[src/rtl/irq_hub_pkg.sv]
package irq_hub_pkg;
    localparam int DW = 16;
    localparam int AW = 4;

    typedef enum logic [AW-1:0] {
        A_TOP_STAT   = 4'd0,
        A_TOP_EN     = 4'd1,
        A_GLB_CTL    = 4'd2,
        A_PHYA_STAT  = 4'd3,
        A_PHYA_MASK  = 4'd4,
        A_PHYB_STAT  = 4'd5,
        A_PHYB_MASK  = 4'd6,
        A_PIN_REG    = 4'd7,
        A_TMR_CTL    = 4'd8,
        A_TMR_RELOAD = 4'd9,
        A_TMR_COUNT  = 4'd10
    } reg_addr_e;

    // top-level bit positions, shared by status and enable
    localparam int B_PHYA = 0;
    localparam int B_PHYB = 1;
    localparam int B_PIN  = 2;
    localparam int B_TMR  = 3;
    localparam int B_SOFT = 4;
    localparam int B_RDY  = 5;
    localparam int NTOP   = 6;
    localparam int PIN_EN_LSB = 8;
endpackage

[src/rtl/evt_bank.sv]
module evt_bank #(
    parameter int N = 4
) (
    input  logic         clk,
    input  logic         rst_n,
    input  logic [N-1:0] evt,
    input  logic [N-1:0] clr,
    input  logic         mask_we,
    input  logic [N-1:0] mask_wd,
    output logic [N-1:0] stat,
    output logic [N-1:0] mask,
    output logic         summary
);
    typedef struct packed {
        logic [N-1:0] stat;
        logic [N-1:0] mask;
    } bank_t;

    bank_t cur_q, nxt_d;

    always_comb begin
        nxt_d      = cur_q;
        nxt_d.stat = (cur_q.stat & ~clr) | evt;
        if (mask_we) nxt_d.mask = mask_wd;
    end

    always_ff @(posedge clk or negedge rst_n) begin
        if (!rst_n) cur_q <= '0;
        else        cur_q <= nxt_d;
    end

    assign stat    = cur_q.stat;
    assign mask    = cur_q.mask;
    assign summary = |(cur_q.stat & cur_q.mask);

    // an event is never lost, even against a same-cycle clear
    assert_evt_wins_R4: assert property (@(posedge clk) disable iff (!rst_n)
        (|evt) |=> ((stat & $past(evt)) == $past(evt)));

    for (genvar i = 0; i < N; i++) begin : g_hold
        // a set bit without a clear stays set
        assert_w1c_hold_R2: assert property (@(posedge clk) disable iff (!rst_n)
            (stat[i] && !clr[i]) |=> stat[i]);
    end
endmodule

[src/rtl/wrap_timer.sv]
module wrap_timer #(
    parameter int W     = 16,
    parameter int PRESC = 4
) (
    input  logic         clk,
    input  logic         rst_n,
    input  logic         run,
    input  logic         reload_we,
    input  logic [W-1:0] reload_wd,
    output logic [W-1:0] count,
    output logic [W-1:0] reload,
    output logic         wrap
);
    localparam int PW = (PRESC > 1) ? $clog2(PRESC) : 1;
    localparam logic [PW-1:0] PLAST = PW'(PRESC - 1);

    typedef struct packed {
        logic [W-1:0]  reload;
        logic [W-1:0]  count;
        logic [PW-1:0] pre;
        logic          run_prev;
    } tmr_t;

    tmr_t cur_q, nxt_d;
    logic tick;

    assign tick = run && cur_q.run_prev && (cur_q.pre == PLAST);
    assign wrap = tick && (cur_q.count == '0);

    always_comb begin
        nxt_d          = cur_q;
        nxt_d.run_prev = run;
        if (reload_we) nxt_d.reload = reload_wd;
        if (run && !cur_q.run_prev) begin
            nxt_d.count = cur_q.reload;
            nxt_d.pre   = '0;
        end else if (run) begin
            if (tick) begin
                nxt_d.pre   = '0;
                nxt_d.count = cur_q.count - 1'b1;
            end else begin
                nxt_d.pre = cur_q.pre + 1'b1;
            end
        end
    end

    always_ff @(posedge clk or negedge rst_n) begin
        if (!rst_n) begin
            cur_q        <= '0;
            cur_q.reload <= '1;
        end else begin
            cur_q <= nxt_d;
        end
    end

    assign count  = cur_q.count;
    assign reload = cur_q.reload;

    assert_wrap_ffff_R7: assert property (@(posedge clk) disable iff (!rst_n)
        wrap |=> (count == '1));
    assert_idle_hold_R7: assert property (@(posedge clk) disable iff (!rst_n)
        !run |=> $stable(count));
endmodule

[src/rtl/irq_hub.sv]
module irq_hub
    import irq_hub_pkg::*;
#(
    parameter int PHY_N   = 4,
    parameter int PIN_N   = 6,
    parameter int TMR_W   = 16,
    parameter int PRESC   = 4,
    parameter int RDY_DLY = 16
) (
    input  logic             clk,
    input  logic             rst_n,
    input  logic             bus_we,
    input  logic [AW-1:0]    bus_addr,
    input  logic [DW-1:0]    bus_wdata,
    output logic [DW-1:0]    bus_rdata,
    input  logic [PHY_N-1:0] phy_a_evt,
    input  logic [PHY_N-1:0] phy_b_evt,
    input  logic [PIN_N-1:0] gpio_in,
    output logic             irq
);
    localparam int RCW = $clog2(RDY_DLY + 1);

    typedef struct packed {
        logic [NTOP-1:0]  top_en;
        logic             glb;
        logic             tmr_run;
        logic             tmr_st;
        logic             soft_st;
        logic             rdy_st;
        logic             rdy_done;
        logic [RCW-1:0]   rdy_cnt;
        logic [PIN_N-1:0] pin_prev;
        logic             irq;
    } hub_t;

    hub_t cur_q, nxt_d;
    reg_addr_e addr;
    logic [PHY_N-1:0] a_stat, a_mask, b_stat, b_mask;
    logic [PIN_N-1:0] p_stat, p_mask;
    logic a_sum, b_sum, p_sum, tmr_wrap;
    logic [TMR_W-1:0] tmr_cnt, tmr_rld;
    logic [NTOP-1:0] top_stat;
    logic top_clr_hit;

    assign addr        = reg_addr_e'(bus_addr);
    assign top_clr_hit = bus_we && (addr == A_TOP_STAT);

    evt_bank #(.N(PHY_N)) u_phya (
        .clk(clk), .rst_n(rst_n), .evt(phy_a_evt),
        .clr((bus_we && addr == A_PHYA_STAT) ? bus_wdata[PHY_N-1:0] : '0),
        .mask_we(bus_we && addr == A_PHYA_MASK), .mask_wd(bus_wdata[PHY_N-1:0]),
        .stat(a_stat), .mask(a_mask), .summary(a_sum));

    evt_bank #(.N(PHY_N)) u_phyb (
        .clk(clk), .rst_n(rst_n), .evt(phy_b_evt),
        .clr((bus_we && addr == A_PHYB_STAT) ? bus_wdata[PHY_N-1:0] : '0),
        .mask_we(bus_we && addr == A_PHYB_MASK), .mask_wd(bus_wdata[PHY_N-1:0]),
        .stat(b_stat), .mask(b_mask), .summary(b_sum));

    evt_bank #(.N(PIN_N)) u_pins (
        .clk(clk), .rst_n(rst_n), .evt(gpio_in & ~cur_q.pin_prev),
        .clr((bus_we && addr == A_PIN_REG) ? bus_wdata[PIN_N-1:0] : '0),
        .mask_we(bus_we && addr == A_PIN_REG),
        .mask_wd(bus_wdata[PIN_EN_LSB +: PIN_N]),
        .stat(p_stat), .mask(p_mask), .summary(p_sum));

    wrap_timer #(.W(TMR_W), .PRESC(PRESC)) u_tmr (
        .clk(clk), .rst_n(rst_n), .run(cur_q.tmr_run),
        .reload_we(bus_we && addr == A_TMR_RELOAD), .reload_wd(bus_wdata[TMR_W-1:0]),
        .count(tmr_cnt), .reload(tmr_rld), .wrap(tmr_wrap));

    always_comb begin
        top_stat         = '0;
        top_stat[B_PHYA] = a_sum;
        top_stat[B_PHYB] = b_sum;
        top_stat[B_PIN]  = p_sum;
        top_stat[B_TMR]  = cur_q.tmr_st;
        top_stat[B_SOFT] = cur_q.soft_st;
        top_stat[B_RDY]  = cur_q.rdy_st;
    end

    always_comb begin
        nxt_d          = cur_q;
        nxt_d.pin_prev = gpio_in;
        if (bus_we) begin
            unique case (addr)
                A_TOP_EN:  nxt_d.top_en  = bus_wdata[NTOP-1:0];
                A_GLB_CTL: nxt_d.glb     = bus_wdata[0];
                A_TMR_CTL: nxt_d.tmr_run = bus_wdata[0];
                default: ;
            endcase
        end
        if (top_clr_hit && bus_wdata[B_RDY]) nxt_d.rdy_st = 1'b0;
        nxt_d.tmr_st  = (cur_q.tmr_st && !(top_clr_hit && bus_wdata[B_TMR])) || tmr_wrap;
        nxt_d.soft_st = cur_q.top_en[B_SOFT];
        if (!cur_q.rdy_done) begin
            nxt_d.rdy_cnt = cur_q.rdy_cnt + 1'b1;
            if (cur_q.rdy_cnt == RCW'(RDY_DLY - 1)) begin
                nxt_d.rdy_done = 1'b1;
                nxt_d.rdy_st   = 1'b1;
            end
        end
        nxt_d.irq = cur_q.glb && |(top_stat & cur_q.top_en);
    end

    always_ff @(posedge clk or negedge rst_n) begin
        if (!rst_n) cur_q <= '0;
        else        cur_q <= nxt_d;
    end

    always_comb begin
        bus_rdata = '0;
        unique case (addr)
            A_TOP_STAT:   bus_rdata[NTOP-1:0]  = top_stat;
            A_TOP_EN:     bus_rdata[NTOP-1:0]  = cur_q.top_en;
            A_GLB_CTL:    bus_rdata[0]         = cur_q.glb;
            A_PHYA_STAT:  bus_rdata[PHY_N-1:0] = a_stat;
            A_PHYA_MASK:  bus_rdata[PHY_N-1:0] = a_mask;
            A_PHYB_STAT:  bus_rdata[PHY_N-1:0] = b_stat;
            A_PHYB_MASK:  bus_rdata[PHY_N-1:0] = b_mask;
            A_PIN_REG: begin
                bus_rdata[PIN_N-1:0]           = p_stat;
                bus_rdata[PIN_EN_LSB +: PIN_N] = p_mask;
            end
            A_TMR_CTL:    bus_rdata[0]         = cur_q.tmr_run;
            A_TMR_RELOAD: bus_rdata[TMR_W-1:0] = tmr_rld;
            A_TMR_COUNT:  bus_rdata[TMR_W-1:0] = tmr_cnt;
            default: ;
        endcase
    end

    assign irq = cur_q.irq;

    assert_gate_off_R3: assert property (@(posedge clk) disable iff (!rst_n)
        !cur_q.glb |=> !irq);
    assert_tmr_w0_R8: assert property (@(posedge clk) disable iff (!rst_n)
        (cur_q.tmr_st && !(top_clr_hit && bus_wdata[B_TMR])) |=> cur_q.tmr_st);
    assert_soft_follow_R9: assert property (@(posedge clk) disable iff (!rst_n)
        cur_q.top_en[B_SOFT] |=> cur_q.soft_st);
    assert_rdy_once_R10: assert property (@(posedge clk) disable iff (!rst_n)
        cur_q.rdy_done |=> !$rose(cur_q.rdy_st));
endmodule

[config.mk]
export PLATFORM = sky130hd
export DESIGN_NAME = irq_hub
export DESIGN_NICKNAME = d
export VERILOG_FILES = /design/src/rtl/irq_hub_pkg.sv /design/src/rtl/evt_bank.sv /design/src/rtl/wrap_timer.sv /design/src/rtl/irq_hub.sv
export SDC_FILE = /design/constraint.sdc
export NUM_CORES = 1
export LEC_CHECK = 0
export ABC_AREA = 0
export CORE_MARGIN = 3
export CORE_UTILIZATION = 55
export DETAILED_ROUTE_END_ITERATION = 16
export GPL_ROUTABILITY_DRIVEN = 0
export MAX_ROUTING_LAYER = met4
export PLACE_DENSITY_LB_ADDON = 0.3
export SLEW_MARGIN = 20
export SYNTH_ARGS = -nofsm -noshare
export SYNTH_HDL_FRONTEND = slang
export SYNTH_SLANG_ARGS = --single-unit
[constraint.sdc]
create_clock -name clk -period 3.9 [get_ports clk]
set_input_delay 1.17 -clock clk [delete_from_list [all_inputs] [get_ports clk]]
set_output_delay 1.17 -clock clk [all_outputs]
set_load 0.03 [all_outputs]
# Word-level counts from Yosys, hierarchy flattened
# Index checks and enable logic that the tools add are counted.
[word_totals]
out_inout_bits = 17
in_bits = 37
ff_bits = 87
wordCells = 96
[op_classes]
bitwise_logic = 15
reduce_logical = 30
n_addsub = 3
n_eq_ne = 12
n_mux = 16
[ops]
columns = ["op", "n"]
rows = [
  ["18-bit 2-to-1 mux", 2],
  ["3-bit case mux with 9 select lines", 1],
  ["6-bit AND", 4],
  ["6-bit case mux with 3 select lines", 1],
  ["4-bit AND", 4],
  ["4-bit by 3-bit equality test with 1-bit output, second input constant", 4],
  ["16-bit logical NOT", 1],
  ["16-bit 2-to-1 mux", 1],
  ["16-bit by 1-bit subtractor with 16-bit output, second input constant", 1],
  ["1-bit logical AND", 15],
  ["4-bit equality test, second input constant", 3],
  ["6-bit inverter", 2],
  ["6-bit OR reduction", 2],
  ["1-bit case mux with 11 select lines", 1],
  ["2-bit case mux with 5 select lines", 1],
  ["4-bit by 2-bit equality test with 1-bit output, second input constant", 2],
  ["4-bit 2-to-1 mux", 2],
  ["4-bit inverter", 2],
  ["4-bit bitwise OR", 2],
  ["2-bit case mux with 2 select lines", 2],
  ["2-bit AND reduction", 4],
  ["4-bit OR reduction", 2],
  ["7-bit 2-to-1 mux", 1],
  ["6-bit 2-to-1 mux", 1],
  ["12 further kinds", 15],
]

# Depth between registers and ports, before layout
[depth]
depth_word = 6
ltp_mapped = 7
depth_no_buf = 6

# Cells and area by module
# Synthesis repeated with hierarchy kept, for this count alone.
[hier_totals]
hier_cells = 473
hier_area_um2 = 4921.0
[modules_own_cells]
columns = ["mod", "n_inst", "seq_area_each_um2", "cells_per_inst", "area_per_inst_um2"]
rows = [
  ["wrap_timer", 1, 895.9, 196, 2034.5],
  ["irq_hub", 1, 600.6, 196, 1771.7],
  ["evt_bank (u_phya ...)", 2, 200.2, 23, 309.0],
  ["evt_bank (u_pins)", 1, 300.3, 35, 496.7],
]

# Worst setup path before layout
# No wires, ideal clock.
[synth_timing]
path_type = "input to output"
startpoint = "in bus_addr[0]"
endpoint = "out bus_rdata[4]"
arrival_time_ns = 2.504
slack_ns = 0.226
stages = 4
required_ns = 2.730
n_path_buf = 1
cell_sequence = "clkbuf_1 nor4b_1 a22oi_1 nand3_1"
[synth_between]
elab_chain_len = 2
elab_cells_between_ends = 6
cone_classes = "4 x eq/ne; 1 x mux; 1 x reduce/logical"
[synth_lines]
columns = ["item", "line_no", "rtl"]
rows = [
  ["start: declaration", "irq_hub.sv:13", "input logic [AW-1:0] bus_addr,"],
  ["4-bit equality test (tied with other cells)", "irq_hub.sv:113", "unique case (addr)"],
  ["2-bit case mux with 5 select lines *", "irq_hub.sv:113", ""],
  ["end: declaration", "irq_hub.sv:15", "output logic [DW-1:0] bus_rdata,"],
]
# Every way passes the cells marked *; elsewhere a longest branch is shown, timed or not.

# Worst setup path after layout
[layout_timing]
startpoint = "in bus_addr[3]"
endpoint = "out bus_rdata[2]"
[layout_between]
elab_chain_len = 2
elab_cells_between_ends = 10
cone_classes = "8 x eq/ne; 1 x mux; 1 x reduce/logical"
[layout_lines]
columns = ["item", "line_no"]
rows = [
  ["4-bit equality test (tied with other cells)", "irq_hub.sv:113"],
  ["3-bit case mux with 9 select lines *", "irq_hub.sv:113"],
]
# Marked as above.

==> reports/qor.yml <==
run_status:
  status: "finished clean"
critical_path:
  critPathCaptureType: "output pin"
  rrSetupSlack_ns: 1.66
  cp.arrival_ns: 2.63
  worst-path-buf-inv: 2
  start_kind: "input port"
  criticalPathCategory: "in -> out"
  slowest_stage: "dlygate4sd2_1"
  cpLargestDelayFamily: "buffers and inverters"
  crit_path_max_incr_delay_ns: 0.41
  crit_fanout: 8
  cp.required_ns: 2.73
  crit_chain: "dlygate4sd2_1 -> nor2b_1 -> a22oi_1 -> o22ai_1 -> a211o_1 -> buf_4"
grt:
  track_usage: 0.260
  grt_pass1_vias: 3359
  grt_antenna_before_repair: 0
  grt-ovfl-total: 0
  grt_max_degree: 55
  grt_pass1_wl_mm: 17.2
yosys:
  yosysSeqAreaShare: 0.512
  synth_warnings: 0
  yosysTopAreaCellShare: 0.414
  syn_area_mm2: 0.00429
  ys_types: 50
  synthTopCellsByCount: "71 x dfrtp_1, 40 x mux2_2, 40 x nand2_1"
  synthCells: 393
  synthArstFlopShare: 1.00
  synth_area_leaders: "dfrtp_1 41%, mux2_2 10%, dfstp_2 9.8%, nand2_1 3.5%, a22oi_1 3.0%"
  syn_nets: 434
  synth-seq-cells: 87
  yosysMostFrequentCell: "dfrtp_1"
  synth_ff_type: "dfrtp_1"
  yosysTopAreaCell: "dfrtp_1"
  synth_edf_count: 0
  synth.avg_cell_area_um2: 10.9
job:
  drv_cap: 0
die:
  io_pins: 54
  die_area_mm2: 0.00890
  die_width_um: 94.3
  num_rows: 31
  start_util: 0.579
  die_h_um: 94.3
  core_mm2: 0.00741
detailed_routing:
  drt_first_iter_violations: 303
  top_layer: "met4"
  wl_met2_mm: 5.08
  viasPerCell: 6.14
  totalWireLength_mm: 10.7
  postRouteAntennaNets: 0
  remaining_drc_errors: 0
  wl_met1_mm: 4.57
  wl_per_cell_um: 19.0
  via_count: 3474
  routed-wl-met3_um: 782
  drtPass1Iterations: 6
finish:
  fin_util: 0.703
  final_area_mm2: 0.00521
  finalNetCount: 503
  fin_cells: 566
  drive_gt1_frac: 0.274
  antenna_cells: 0
  areaGrowthSynthToFinish_pct: 21.4
sta:
  fin_skew_ns: 0.00818
  slew_viol_final: 0
  whs_ns: 0.438
  max-slew-margin-rel: 0.336
  worstMarginPinSlew_ns: 0.992
  rsz0062_at_grt: "no"
  finalSetupTns_ns: 0
  final-hold-violation-count: 0
  setup_viol: 0
  timing.fmax_mhz: 263
  setup_ws_ns: 0.0950
  fin_crit_sh: 0.976
  fin_crit_ns: 3.80
clocking:
  htreeDepth: 3
  cts_hold_buf: 0
  cts_sinks: 87
  root_buffer: "clkbuf_8"
  cts_tree: "built"
  cts-buffers-inserted: 9
  clk-insertion-delay-late_ns: 0.36
  path_clk_slew_ns: 0.09
  clock_path_buffers: 2
placement:
  dp.cells: 546
  pre_cts_ws_ns: -0.0912
  dpl_cell_area_mm2: 0.00499
  io_buffers: 53
  hpwl_mm: 7.71
power_and_ir_drop:
  power_density_mw_per_mm2: 495
  ir_drop_uv: 251
  p_total_mw: 2.58
  power.leakage_nw: 2.24
hold_path:
  hold_class: "reg -> reg"
[sequential cells by signal (all words and copies together) (netlist names)]
register	flops
cur_q	23
u_phya.stat	4
u_tmr.reload	16
u_tmr.cur_q	3
u_tmr.count	16
u_phyb.mask	4
irq	1
u_phyb.stat	4
u_pins.stat	6
u_phya.mask	4
u_pins.mask	6
[cells in the final DEF, fill, tap and decap left out, types with 4 or more instances in the layout]
| cell | instances |
|---|---|
| a21o_1 | 8 |
| a21oi_1 | 8 |
| a222oi_1 | 8 |
| a22o_1 | 10 |
| a22oi_1 | 17 |
| a31oi_1 | 5 |
| buf_4 | 43 |
| clkbuf_8 | 10 |
| clkdlybuf4s50_1 | 32 |
| dfrtp_1 | 71 |
| dfstp_2 | 16 |
| ha_1 | 4 |
| inv_1 | 19 |
| mux2_2 | 40 |
| nand2_1 | 40 |
| nand2b_1 | 6 |
| nand3_1 | 11 |
| nand3b_1 | 8 |
| nor2_1 | 17 |
| nor3_1 | 6 |
| nor4_1 | 5 |
| o21ai_0 | 15 |
| or4_1 | 4 |
| xnor2_1 | 8 |
[cell families (layout without fill, tap and decap cells)]
| family | Yosys count | count (layout) | share of synthesized area |
|---|---|---|---|
| and+or+nand+nor | 119 | 119 | 0.149 |
| adders and majority gates | 4 | 4 | 0.0117 |
| muxes | 45 | 45 | 0.122 |
| buffers and inverters | 42 | 116 | 0.0385 |
| DFF | 87 | 87 | 0.512 |
| AOI/OAI and AO/OA | 86 | 86 | 0.146 |
| xor gates and xnor gates | 10 | 10 | 0.0204 |
[repair_timing]
action | CTS | global route
pin swaps | 0 | 1
hold endpoints to repair | 0 | 0
gates resized for setup | 4 | 3
setup endpoints to repair | 14 | 15
gates cloned | 0 | 1
buffers inserted | 0 | 3
[path summary, 6_finish.rpt]
| check | end | start | cells past startpoint |
|---|---|---|---|
| max | bus_rdata[2] | bus_addr[3] | 6 |
| min | cur_q[14] | cur_q[22] | 0 |
| max reg2reg | u_tmr.count[13] | u_tmr.cur_q[1] | 5 |
| min reg2reg | cur_q[14] | cur_q[22] | 0 |
| max in group asynchronous | u_tmr.reload[5] | rst_n | 2 |
| min in group asynchronous | u_tmr.count[1] | rst_n | 1 |
[report_power, final]
part	total, mW	switching [mW]	internal [mW]
logic	0.615	0.302	0.314
registers	1.37	0.244	1.13
clock network	0.589	0.337	0.252
[routing by layer]
layer,global-route usage,vias to the layer above
met5,-,-
met4,0.0999,0
met3,0.0385,41
met2,0.398,170
met1,0.353,1678
li1,-,1585
[final cells by class]
cell class	instances	area, um2
Clock buffer	10	138
Timing Repair Buffer	81	698
Tap cell	99	124
Multi-Input combinational cell	264	1940
Sequential cell	87	2200
Clock inverter	6	45.0
Inverter	19	71.3
Fill cell	537	2200
Note: power is estimated with default switching activity, not from simulation.
